[src/rtl/apb_timer_bank.sv]
module apb_timer_bank #(
  parameter int NCH     = 4,
  parameter int DW      = 32,
  parameter int AW      = 8,
  parameter int CLR_CYC = 4
) (
  input  logic          pclk,
  input  logic          presetn,
  input  logic          psel,
  input  logic          penable,
  input  logic          pwrite,
  input  logic [AW-1:0] paddr,
  input  logic [DW-1:0] pwdata,
  output logic [DW-1:0] prdata,
  output logic          pready,
  output logic          pslverr,
  output logic [NCH-1:0] irq
);
  localparam int WIN = 6;
  localparam int CHW = (NCH > 1) ? $clog2(NCH) : 1;
  localparam int BCW = $clog2(CLR_CYC + 1);

  localparam logic [3:0] O_STAT = 4'h0;
  localparam logic [3:0] O_MODE = 4'h1;
  localparam logic [3:0] O_LOAD = 4'h2;
  localparam logic [3:0] O_EN   = 4'h4;
  localparam logic [3:0] O_RLD  = 4'h5;
  localparam logic [3:0] O_VAL  = 4'h6;
  localparam logic [3:0] O_CLR  = 4'h8;
  localparam logic [3:0] O_MSK  = 4'h9;

  logic [AW-1:0]  chidx;
  logic [CHW-1:0] ch_sel;
  logic [3:0]     off;
  logic           hit;
  logic [NCH-1:0] wr_ch;
  logic [NCH-1:0] pend_v;

  logic [DW-1:0]  ld_q   [NCH];
  logic [DW-1:0]  cnt_q  [NCH];
  logic [BCW-1:0] bsy_q  [NCH];
  logic           mode_q [NCH];
  logic           en_q   [NCH];
  logic           msk_q  [NCH];
  logic           pend_q [NCH];

  assign chidx   = paddr >> WIN;
  assign ch_sel  = chidx[CHW-1:0];
  assign off     = paddr[WIN-1:2];
  assign hit     = (chidx < AW'(NCH)) && (paddr[1:0] == 2'b00);
  assign pready  = 1'b1;
  assign pslverr = 1'b0;

  for (genvar i = 0; i < NCH; i++) begin : g_ch
    logic expire;
    logic clr_go;

    assign wr_ch[i]  = psel && penable && pwrite && hit && (ch_sel == CHW'(i));
    assign expire    = en_q[i] && (cnt_q[i] == '0);
    assign clr_go    = wr_ch[i] && (off == O_CLR) && pwdata[0] && (bsy_q[i] == '0);
    assign pend_v[i] = pend_q[i];
    assign irq[i]    = pend_q[i] && !msk_q[i];

    always_ff @(posedge pclk) begin
      if (!presetn) begin
        ld_q[i]   <= '0;
        cnt_q[i]  <= '0;
        bsy_q[i]  <= '0;
        mode_q[i] <= 1'b0;
        en_q[i]   <= 1'b0;
        msk_q[i]  <= 1'b0;
        pend_q[i] <= 1'b0;
      end else begin
        if (wr_ch[i] && off == O_LOAD) begin
          ld_q[i]  <= pwdata;
          cnt_q[i] <= pwdata;
        end else if (wr_ch[i] && off == O_RLD)
          cnt_q[i] <= ld_q[i];
        else if (expire)
          cnt_q[i] <= mode_q[i] ? '0 : ld_q[i];
        else if (en_q[i])
          cnt_q[i] <= cnt_q[i] - DW'(1);

        if (wr_ch[i] && off == O_EN)
          en_q[i] <= pwdata[0];
        else if (expire && mode_q[i])
          en_q[i] <= 1'b0;

        if (wr_ch[i] && off == O_MODE) mode_q[i] <= pwdata[0];
        if (wr_ch[i] && off == O_MSK)  msk_q[i]  <= pwdata[0];

        if (clr_go)
          bsy_q[i] <= BCW'(CLR_CYC);
        else if (bsy_q[i] != '0)
          bsy_q[i] <= bsy_q[i] - BCW'(1);

        if (expire)
          pend_q[i] <= 1'b1;
        else if (bsy_q[i] == BCW'(1))
          pend_q[i] <= 1'b0;
      end
    end

    p_count_down_r3: assert property (@(posedge pclk) disable iff (!presetn)
      (en_q[i] && cnt_q[i] != '0 && !wr_ch[i]) |=> (cnt_q[i] == $past(cnt_q[i]) - DW'(1)));

    p_expire_pends_r3: assert property (@(posedge pclk) disable iff (!presetn)
      (en_q[i] && cnt_q[i] == '0) |=> pend_q[i]);

    p_cont_reload_r4: assert property (@(posedge pclk) disable iff (!presetn)
      (en_q[i] && !mode_q[i] && cnt_q[i] == '0 && !wr_ch[i]) |=> (cnt_q[i] == $past(ld_q[i])));

    p_single_halt_r5: assert property (@(posedge pclk) disable iff (!presetn)
      (en_q[i] && mode_q[i] && cnt_q[i] == '0 && !wr_ch[i]) |=> (!en_q[i] && cnt_q[i] == '0));

    p_strobe_copy_r6: assert property (@(posedge pclk) disable iff (!presetn)
      (wr_ch[i] && off == O_RLD) |=> (cnt_q[i] == $past(ld_q[i])));

    p_busy_drains_r9: assert property (@(posedge pclk) disable iff (!presetn)
      (bsy_q[i] != '0) |=> (bsy_q[i] == $past(bsy_q[i]) - BCW'(1)));
  end

  always_comb begin
    prdata = '0;
    if (psel && !pwrite && hit) begin
      case (off)
        O_STAT:  prdata = DW'(pend_v);
        O_MODE:  prdata = DW'(mode_q[ch_sel]);
        O_LOAD:  prdata = ld_q[ch_sel];
        O_EN:    prdata = DW'(en_q[ch_sel]);
        O_VAL:   prdata = cnt_q[ch_sel];
        O_CLR:   prdata = DW'({bsy_q[ch_sel] != '0, pend_q[ch_sel]});
        O_MSK:   prdata = DW'(msk_q[ch_sel]);
        default: prdata = '0;
      endcase
    end
  end
endmodule

[config.mk]
export PLATFORM = sky130hd
export DESIGN_NAME = apb_timer_bank
export DESIGN_NICKNAME = d
export VERILOG_FILES = /design/src/rtl/apb_timer_bank.sv
export SDC_FILE = /design/constraint.sdc
export NUM_CORES = 1
export LEC_CHECK = 0
export ABC_AREA = 1
export CAP_MARGIN = 30
export CELL_PAD_IN_SITES_DETAIL_PLACEMENT = 0
export CELL_PAD_IN_SITES_GLOBAL_PLACEMENT = 1
export CORE_MARGIN = 4
export CORE_UTILIZATION = 30
export CTS_CLUSTER_SIZE = 12
export DETAILED_ROUTE_END_ITERATION = 10
export DONT_BUFFER_PORTS = 1
export PLACE_DENSITY = 0.64
export SLEW_MARGIN = 10
export SYNTH_ARGS = -nofsm -noshare
export SYNTH_HDL_FRONTEND = slang
export SYNTH_SLANG_ARGS = --single-unit
export TNS_END_PERCENT = 5
[constraint.sdc]
create_clock -name pclk -period 3.8 [get_ports pclk]
set_input_delay 0.38 -clock pclk [delete_from_list [all_inputs] [get_ports pclk]]
set_output_delay 0.38 -clock pclk [all_outputs]
set_load 0.03 [all_outputs]
Word-level counts from Yosys, hierarchy flattened. Memories as Yosys holds them, arrays and structs flattened. Cells that the tools add are included.

Register bits: 0. RAM bits: 284. Input port bits: 45. Output and inout bits: 38. Word-level logic and storage cells: 392. Memories: 7.

Memories: cnt_q (words 4, bits a word 32, read ports 5, clocked after Yosys merged registers in 0, write ports 4, line 40) `logic [DW-1:0] cnt_q [NCH];`; ld_q (words 4, bits a word 32, read ports 5, clocked after Yosys merged registers in 0, write ports 4, line 39) `logic [DW-1:0] ld_q [NCH];`; bsy_q (words 4, bits a word 3, read ports 5, clocked after Yosys merged registers in 0, write ports 4, line 41) `logic [BCW-1:0] bsy_q [NCH];`; en_q (words 4, bits a word 1, read ports 5, clocked after Yosys merged registers in 0, write ports 4, line 43) `logic en_q [NCH];`; mode_q (words 4, bits a word 1, read ports 5, clocked after Yosys merged registers in 0, write ports 4, line 42) `logic mode_q [NCH];`; msk_q (words 4, bits a word 1, read ports 5, clocked after Yosys merged registers in 0, write ports 4, line 44) `logic msk_q [NCH];`; +1 memories.

Add/sub/neg operators: 8. $lt $le $gt $ge: 1. Equal/unequal tests: 14. Mux-type cells: 235. Bitwise gates (word level): 52. Reductions and logical operators: 75.

Operators by type and width (count): 2-to-1 mux 32 bit (25); case mux 32 bit (7 select lines) (1); 2-to-1 mux 1 bit (201); logical NOT 32 bit (4); subtractor 32 x 1 -> 32 bit, second input constant (4); logical AND 1 bit (54); OR 1 bit (52); 2-to-1 mux 3 bit (8); nonzero test 3 bit (5); equality test 3 x 1 -> 1 bit, second input constant (4); equality test 4 x 3 -> 1 bit, second input constant (3); logical NOT 3 bit (4); subtractor 3 x 1 -> 3 bit, second input constant (4); equality test 4 bit, second input constant (2); logical NOT 1 bit (5); equality test 2 bit, second input constant (2); equality test 4 x 1 -> 1 bit, second input constant (1); equality test 4 x 2 -> 1 bit, second input constant (1); logical NOT 2 bit (2); logical NOT 4 bit (1); < comparator 2 x 3 -> 1 bit, second input constant (1); equality test 2 x 1 -> 1 bit, second input constant (1).

Depth between registers and ports, before layout. Gate-level depths: netlist (run 1).

Depth in word-level cells: 12. Depth in mapped cells: 14. Mapped depth without buffers: 14.

Least setup slack after synthesis (run 1). Ideal clock, no wire load.

Path type: input port to flip-flop. From: in paddr[5]. To: mem cnt_q[2][0], enable pin. Setup time: 0.478 ns. Arrival: 2.360 ns. Required time: 3.322 ns. Path slack: 0.962 ns. Stages on the path: 9. Buffers on the path: 1. Cells stage by stage: inv_1 > nand2_1 > nor2_2 > nand3_2 > nand2_2 > nor2_4 > nor3_2 > buf_2 > nand2_1.

RTL lines: start: declaration (line 12) `input logic [AW-1:0] paddr,`; end: declaration (line 40).

==> results of run 1 <==
worst register-to-register path, cell delays in order (launching register included):
cell and delay (ns):
edfxtp_1 0.42, inv_1 0.27, ha_1 0.40, nand2_1 0.21, nor3_1 0.65, nand2_1 0.25, nor2_1 0.28, nand2_1 0.10
xor2_1 0.16, nand2_1 0.06, nand3_1 0.06
cell type report:
| cell class | count | area share |
|---|---|---|
| multi-input cells | 1745 | 0.409 |
| flip-flops and latches | 284 | 0.385 |
| well taps | 855 | 0.0486 |
| clock buffers | 55 | 0.0494 |
| diodes | 2 | 0.000227 |
| inverters | 399 | 0.0680 |
| clock inverters | 13 | 0.00375 |
| repair buffers | 86 | 0.0352 |
Yosys cell counts:
cell,n
or2_2,5
conb_1,2
o21ai_1,6
nor2_2,9
o31ai_1,4
edfxtp_1,280
nor3_1,22
inv_1,384
clkbuf_1,65
o2111ai_1,1
nand3_2,4
buf_2,44
inv_2,12
buf_1,7
xnor2_1,1
o22ai_1,213
buf_4,3
xor2_1,93
dfxtp_1,4
nand3b_1,84
ha_1,20
a21oi_1,66
nand4_1,74
nor4_1,2
a22oi_1,4
clkbuf_2,1
nor2_4,3
nor3_2,5
nand2_2,5
nor2_1,424
clkinv_1,3
and3_1,1
o211ai_1,16
a31oi_1,2
nand3_1,156
nand2_1,371
a311oi_1,1
a22o_1,2
o21ai_0,149
what timing repair did:
| action | in CTS | in global routing |
|---|---|---|
| resized for setup | 0 | 0 |
| hold buffers | 1 | 0 |
| hold endpoints to repair | 8 | 0 |
where the power goes:
group          switching, mW  internal [mW]
combinational          0.950          0.349
sequential             0.170           3.69
clock                   1.52           2.05
logic make-up after synthesis:
group	count (synthesis)	synth area share
other	2	0.000386
AOI/OAI and AO/OA	464	0.137
buffers and inverters	519	0.103
adders and majority gates	20	0.0128
and+or+nand+nor	1165	0.268
xor gates and xnor gates	94	0.0423
DFF	284	0.436
flip-flops by register name, indices dropped and copies added (netlist names):
name / cells
bsy_q: 12
cnt_q: 128
en_q: 4
ld_q: 128
mode_q: 4
msk_q: 4
pend_q: 4
worst paths after layout:
| path | startpoint | to | slack, ns |
|---|---|---|---|
| max | cnt_q[1][0]$_DFFE_PP_ | cnt_q[1][28]$_DFFE_PP_ | 0.71 |
| min | pwdata[0] | en_q[2]$_DFF_P_ | 0.04 |
| min reg2reg | pend_q[2]$_DFF_P_ | pend_q[2]$_DFF_P_ | 0.54 |
| max reg2reg | cnt_q[1][0]$_DFFE_PP_ | cnt_q[1][28]$_DFFE_PP_ | 0.71 |
per-layer routing:
layer | up-vias | wire length [µm] | GRT usage
met3 | 164 | 7480 | 0.0461
met1 | 9028 | 36800 | 0.327
met2 | 935 | 37200 | 0.364
li1 | 8650 | - | -
met5 | - | 23 | 0
met4 | 4 | 3450 | 0.0891
==> metrics.cfg, run 1 <==
[detailed_routing]
dr.first_iter.drc_count = 2291
wl_per_cell_um = 24.7
viasPerCell = 5.46
vias = 18800
drt_wl_total_um = 85000
dr.pass1.iters = 7
antenna_left = 0
drc = 0

[clock_tree]
cts_tree = yes
clockBufferDepth = 3
cts_buffers = 38
postCtsSetupRepairBufs = 0
clk_latency_ns = 0.56
clock-sinks = 284
clkTransAtPathRegs_ns = 0.06
root_buffer = clkbuf_16
cts.htree.levels = 2

[cells_and_area]
areaGrowthSynthToFinish_pct = 13.0
fin_util = 0.342
layout-drive-gt1-share = 0.0705
num-fill-cells = 6824
seqCellArea_um2 = 8490
layout_commonest_cell = nor2_1
layout.nets = 2619
fin_area_um2 = 22000
multi_input_area_um2 = 9010
most-common-layout-cells = nor2_1, inv_1, nand2_1
fin_cells = 3439

[global_routing]
grt_overflow = 0
gr-usage-all-layers = 0.235
grt_pass1_vias = 18100
grt_pass1_wl_um = 123000
grt_max_degree = 62
antenna_found_initial = 3

[yosys]
ys_warn_count = 0
ys_seq_area_frac = 0.436
synth_cell_type_count = 39
yosysTopAreaCellShare = 0.432
avgSynthCellArea_um2 = 7.65
ys_ff_latch = 284
syn_nets = 2613
synthTopCellsByArea = edfxtp_1, nor2_1, inv_1, nand2_1, o22ai_1
synth_top_area_cell = edfxtp_1
netlist_area_um2 = 19500
synthCells = 2548

[die]
die-width_um = 263
dieArea_um2 = 69100
start_util = 0.303
rows = 93
io_pins = 83
core_area_um2 = 64300
die-height_um = 263

[sta]
slew_violations = 0
rsz0062_at_grt = false
final-hold-violation-count = 0
max-slew-margin-rel = 0.458
worst_slew_pin_slew_ns = 0.812
setup_viol = 0
timing.final.ws_setup_ns = 0.709
hold_slack_ns = 0.0380
tns_ns = 0
fin_skew_ns = 0.0179
period_share = 0.813
max_clock_freq_mhz = 324
layout_min_cycle_time_ns = 3.09

[worst_setup_path]
crit_buf_inv = 1
crit_top_cell = nand2_1
path_depth = 10
cp-start-kind = flip-flop
critPathKind = reg2reg
cp.required_ns = 4.10
crit_chain = inv_1, ha_1, nand2_1, nor3_1, nand2_1, nor2_1, nand2_1, xor2_1, nand2_1, nand3_1
cp-end-kind = flip-flop
cpPeakStageDelay_ns = 0.65
arrival_ns = 3.40
r2r_cells = 10
path_max_fanout = 7
crit_family = simple AND/OR/NAND/NOR gates
critPathSlowestCell = nor3_1

[place]
io_buffers = 0
place.gp.congestion = 0.958
dpl.hpwl_um = 63500
place_ws_ns = 0.703
post-place-cells = 3366
dpl_cell_area_um2 = 20800

[pwr]
leakage_nw = 8.97
power.density_nw_per_um2 = 396
peakVddDrop_uv = 349
p_total_mw = 8.72

[worst_hold_path]
holdCritPathClass = in2reg
whs_path_depth = 2

[flow_run]
cap_violations = 0

[status]
status = complete, no violations

(Power assumes the default switching activity.)
==> inputs of run 2 (changes only) <==
--- a/config.mk
+++ b/config.mk
@@ -5,7 +5,7 @@
 export SDC_FILE = /design/constraint.sdc
 export NUM_CORES = 1
 export LEC_CHECK = 0
-export ABC_AREA = 1
+export ABC_AREA = 0
 export CAP_MARGIN = 30
 export CELL_PAD_IN_SITES_DETAIL_PLACEMENT = 0
 export CELL_PAD_IN_SITES_GLOBAL_PLACEMENT = 1
@@ -14,7 +14,7 @@
 export CTS_CLUSTER_SIZE = 12
 export DETAILED_ROUTE_END_ITERATION = 10
 export DONT_BUFFER_PORTS = 1
-export PLACE_DENSITY = 0.64
+export PLACE_DENSITY = 0.63
 export SLEW_MARGIN = 10
 export SYNTH_ARGS = -nofsm -noshare
 export SYNTH_HDL_FRONTEND = slang
==> constraint.sdc (replaced) <==
create_clock -name pclk -period 2.5 [get_ports pclk]
set_input_delay 0.25 -clock pclk [delete_from_list [all_inputs] [get_ports pclk]]
set_output_delay 0.25 -clock pclk [all_outputs]
set_load 0.03 [all_outputs]
==> metrics.cfg, run 2 <==
[status]
status = finished with violations
violations = setup timing

[pwr]
p_sw_frac = 0.277
clkPwrFrac = 0.385
leakage_nw = 8.17
peakVddDrop_uv = 357
combPwrFrac = 0.162
power.density_nw_per_um2 = 579
p_seq_frac = 0.453
internal_power_mw = 9.55
p_total_mw = 13.2
switching_power_mw = 3.66

[sta]
setup_viol = 39
slew_violations = 0
worst_slew_pin_slew_ns = 0.857
tns_ns = -3.08
period_share = 1.05
layout_min_cycle_time_ns = 2.63
rsz0062_at_grt = true
max-slew-margin-rel = 0.428
final-hold-violation-count = 0
fin_skew_ns = 0.0231
max_clock_freq_mhz = 380
timing.final.ws_setup_ns = -0.131

[yosys]
synth_top_area_cell = edfxtp_1
netlist_area_um2 = 17600
synthFlopType = edfxtp_1
synthCells = 1611
synthArstFlopShare = 0
synth_edf_count = 280
ys_ff_latch = 284
avgSynthCellArea_um2 = 10.9
ys_warn_count = 0
syn_nets = 1676
synth_common_cells = edfxtp_1, nor2_1, and2_1
synthTopCellsByArea = edfxtp_1, mux4_2, and2_1, a21oi_1, a211oi_1
yosysTopAreaCellShare = 0.478
ys_seq_area_frac = 0.483
synth_cell_type_count = 77
yosysMostFrequentCell = edfxtp_1

[worst_setup_path]
arrival_ns = 2.93
crit_family = simple AND/OR/NAND/NOR gates
crit_buf_inv = 1
critPathKind = reg2reg
cp-start-kind = flip-flop
critPathSlowestCell = or4_4
path_max_fanout = 6
path_depth = 7
crit_chain = or4_4, or4_4, nor4_4, buf_6, a21oi_2, mux2i_1, o22ai_1
cp.required_ns = 2.80
cpPeakStageDelay_ns = 0.55
cp-end-kind = flip-flop
crit_top_cell = or4_4
r2r_cells = 7

[place]
place_ws_ns = -0.331
io_buffers = 0
place.gp.congestion = 0.955
post-place-cells = 2571
dpl.hpwl_um = 52800
dpl_cell_area_um2 = 20800

[detailed_routing]
dr.pass1.iters = 6
vias = 15400
drc = 0
wl_per_cell_um = 26.6
antenna_left = 0
dr.first_iter.drc_count = 1623
drt_wl_total_um = 71300
viasPerCell = 5.73

[die]
rows = 88
io_pins = 83
start_util = 0.304
core_area_um2 = 57800
dieArea_um2 = 62500
die-width_um = 250
die-height_um = 250

[cells_and_area]
fin_area_um2 = 22800
areaGrowthSynthToFinish_pct = 29.8
layout-drive-gt1-share = 0.291
most-common-layout-cells = edfxtp_1, buf_4, nor2_1
reg_top3 = cnt_q: 128 flops, ld_q: 128 flops, bsy_q: 12 flops
num-fill-cells = 5521
layout_commonest_cell = edfxtp_1
fin_cells = 2680
layout.nets = 1949

[clock_tree]
clk_latency_ns = 0.56
clock-sinks = 284
root_buffer = clkbuf_16
cts_buffers = 35
cts.htree.levels = 2
clkTransAtPathRegs_ns = 0.06
clockBufferDepth = 3
cts_tree = yes

[global_routing]
antenna_found_initial = 12
grt_max_degree = 80
grt_pass1_vias = 14900
grt_pass1_wl_um = 101000
gr-usage-all-layers = 0.217
grt_overflow = 0

[worst_hold_path]
holdCritPathClass = in2reg
whs_path_depth = 1

[flow_run]
cap_violations = 0

==> run 2: changes by cell type in the layout (fill, tap and decap cells not counted), moves of 124 or more <==
cell,before,now
o22ai_1,213,17
buf_4,76,275
nor2_1,421,127
and2_1,0,124
nand3_1,156,30
inv_1,384,26
nand2_1,369,110
==> run 2: path summary, 6_finish.rpt <==
kind | from | to | slack (ns)
setup / recovery | cnt_q[2][27]$_SDFFCE_PN0P_ | cnt_q[2][20]$_SDFFCE_PN0P_ | -0.13
hold / removal | presetn | bsy_q[3][2]$_DFFE_PP_ | 0.02
setup reg to reg | cnt_q[2][27]$_SDFFCE_PN0P_ | cnt_q[2][20]$_SDFFCE_PN0P_ | -0.13
hold reg to reg | mode_q[2]$_DFF_P_ | mode_q[2]$_DFF_P_ | 0.54
==> run 2: power groups by stage <==
stage	registers [mW]	clock network (mW)	logic [mW]
3_5_place_dp	6.04	0	1.95
4_1_cts	5.96	5.15	2.09
6_report	5.98	5.08	2.14
2_1_floorplan	5.96	0	1.20
5_1_grt	6.01	5.31	2.30
3_3_place_gp	6.03	0	1.90
==> run 2: kinds of logic after synthesis <==
group                      after synthesis  share of synthesized area
AOI/OAI and AO/OA                      364                      0.136
xor gates and xnor gates                92                     0.0458
adders and majority gates               20                     0.0142
buffers and inverters                  135                     0.0308
DFF                                    284                      0.483
muxes                                   94                      0.102
other                                    2                   0.000427
and+or+nand+nor                        620                      0.188
==> run 2: area by class of cell <==
cell class / count / area [µm²] / share of cell area
Antenna cell: 8 / 20.0 / 0.000877
Clock buffer: 39 / 912 / 0.0400
Clock inverter: 21 / 184 / 0.00806
Inverter: 28 / 105 / 0.00461
Multi-Input combinational cell: 1193 / 9140 / 0.401
Sequential cell: 284 / 8490 / 0.372
Tap cell: 765 / 957 / 0.0419
Timing Repair Buffer: 342 / 3010 / 0.132
==> run 2: repair_timing <==
action,CTS,global route
hold buffers,33,0
setup endpoints to repair,86,124
hold endpoints to repair,180,0
resized for setup,50,57
buffers inserted,2,1
gates cloned,2,3
pin swaps,27,19
==> run 2: stage by stage <==
| step | utilization | hold WS (ns) |
|---|---|---|
| finish | 0.395 | 0.0183 |
| global route | 0.395 | 0.0173 |
| CTS | 0.388 | 0.00188 |
| detailed placement | 0.360 | 0.394 |
| global placement | 0.360 | 0.389 |
| floorplan | - | 0.437 |
==> run 2: routing by layer <==
metal / vias up / share of wire / global-route usage
met1: 7743 / 0.44 / 0.317
met4: 4 / 0.030 / 0.0625
met2: 733 / 0.43 / 0.323
met5: - / 0.00034 / 0
li1: 6781 / - / -
met3: 104 / 0.10 / 0.0495
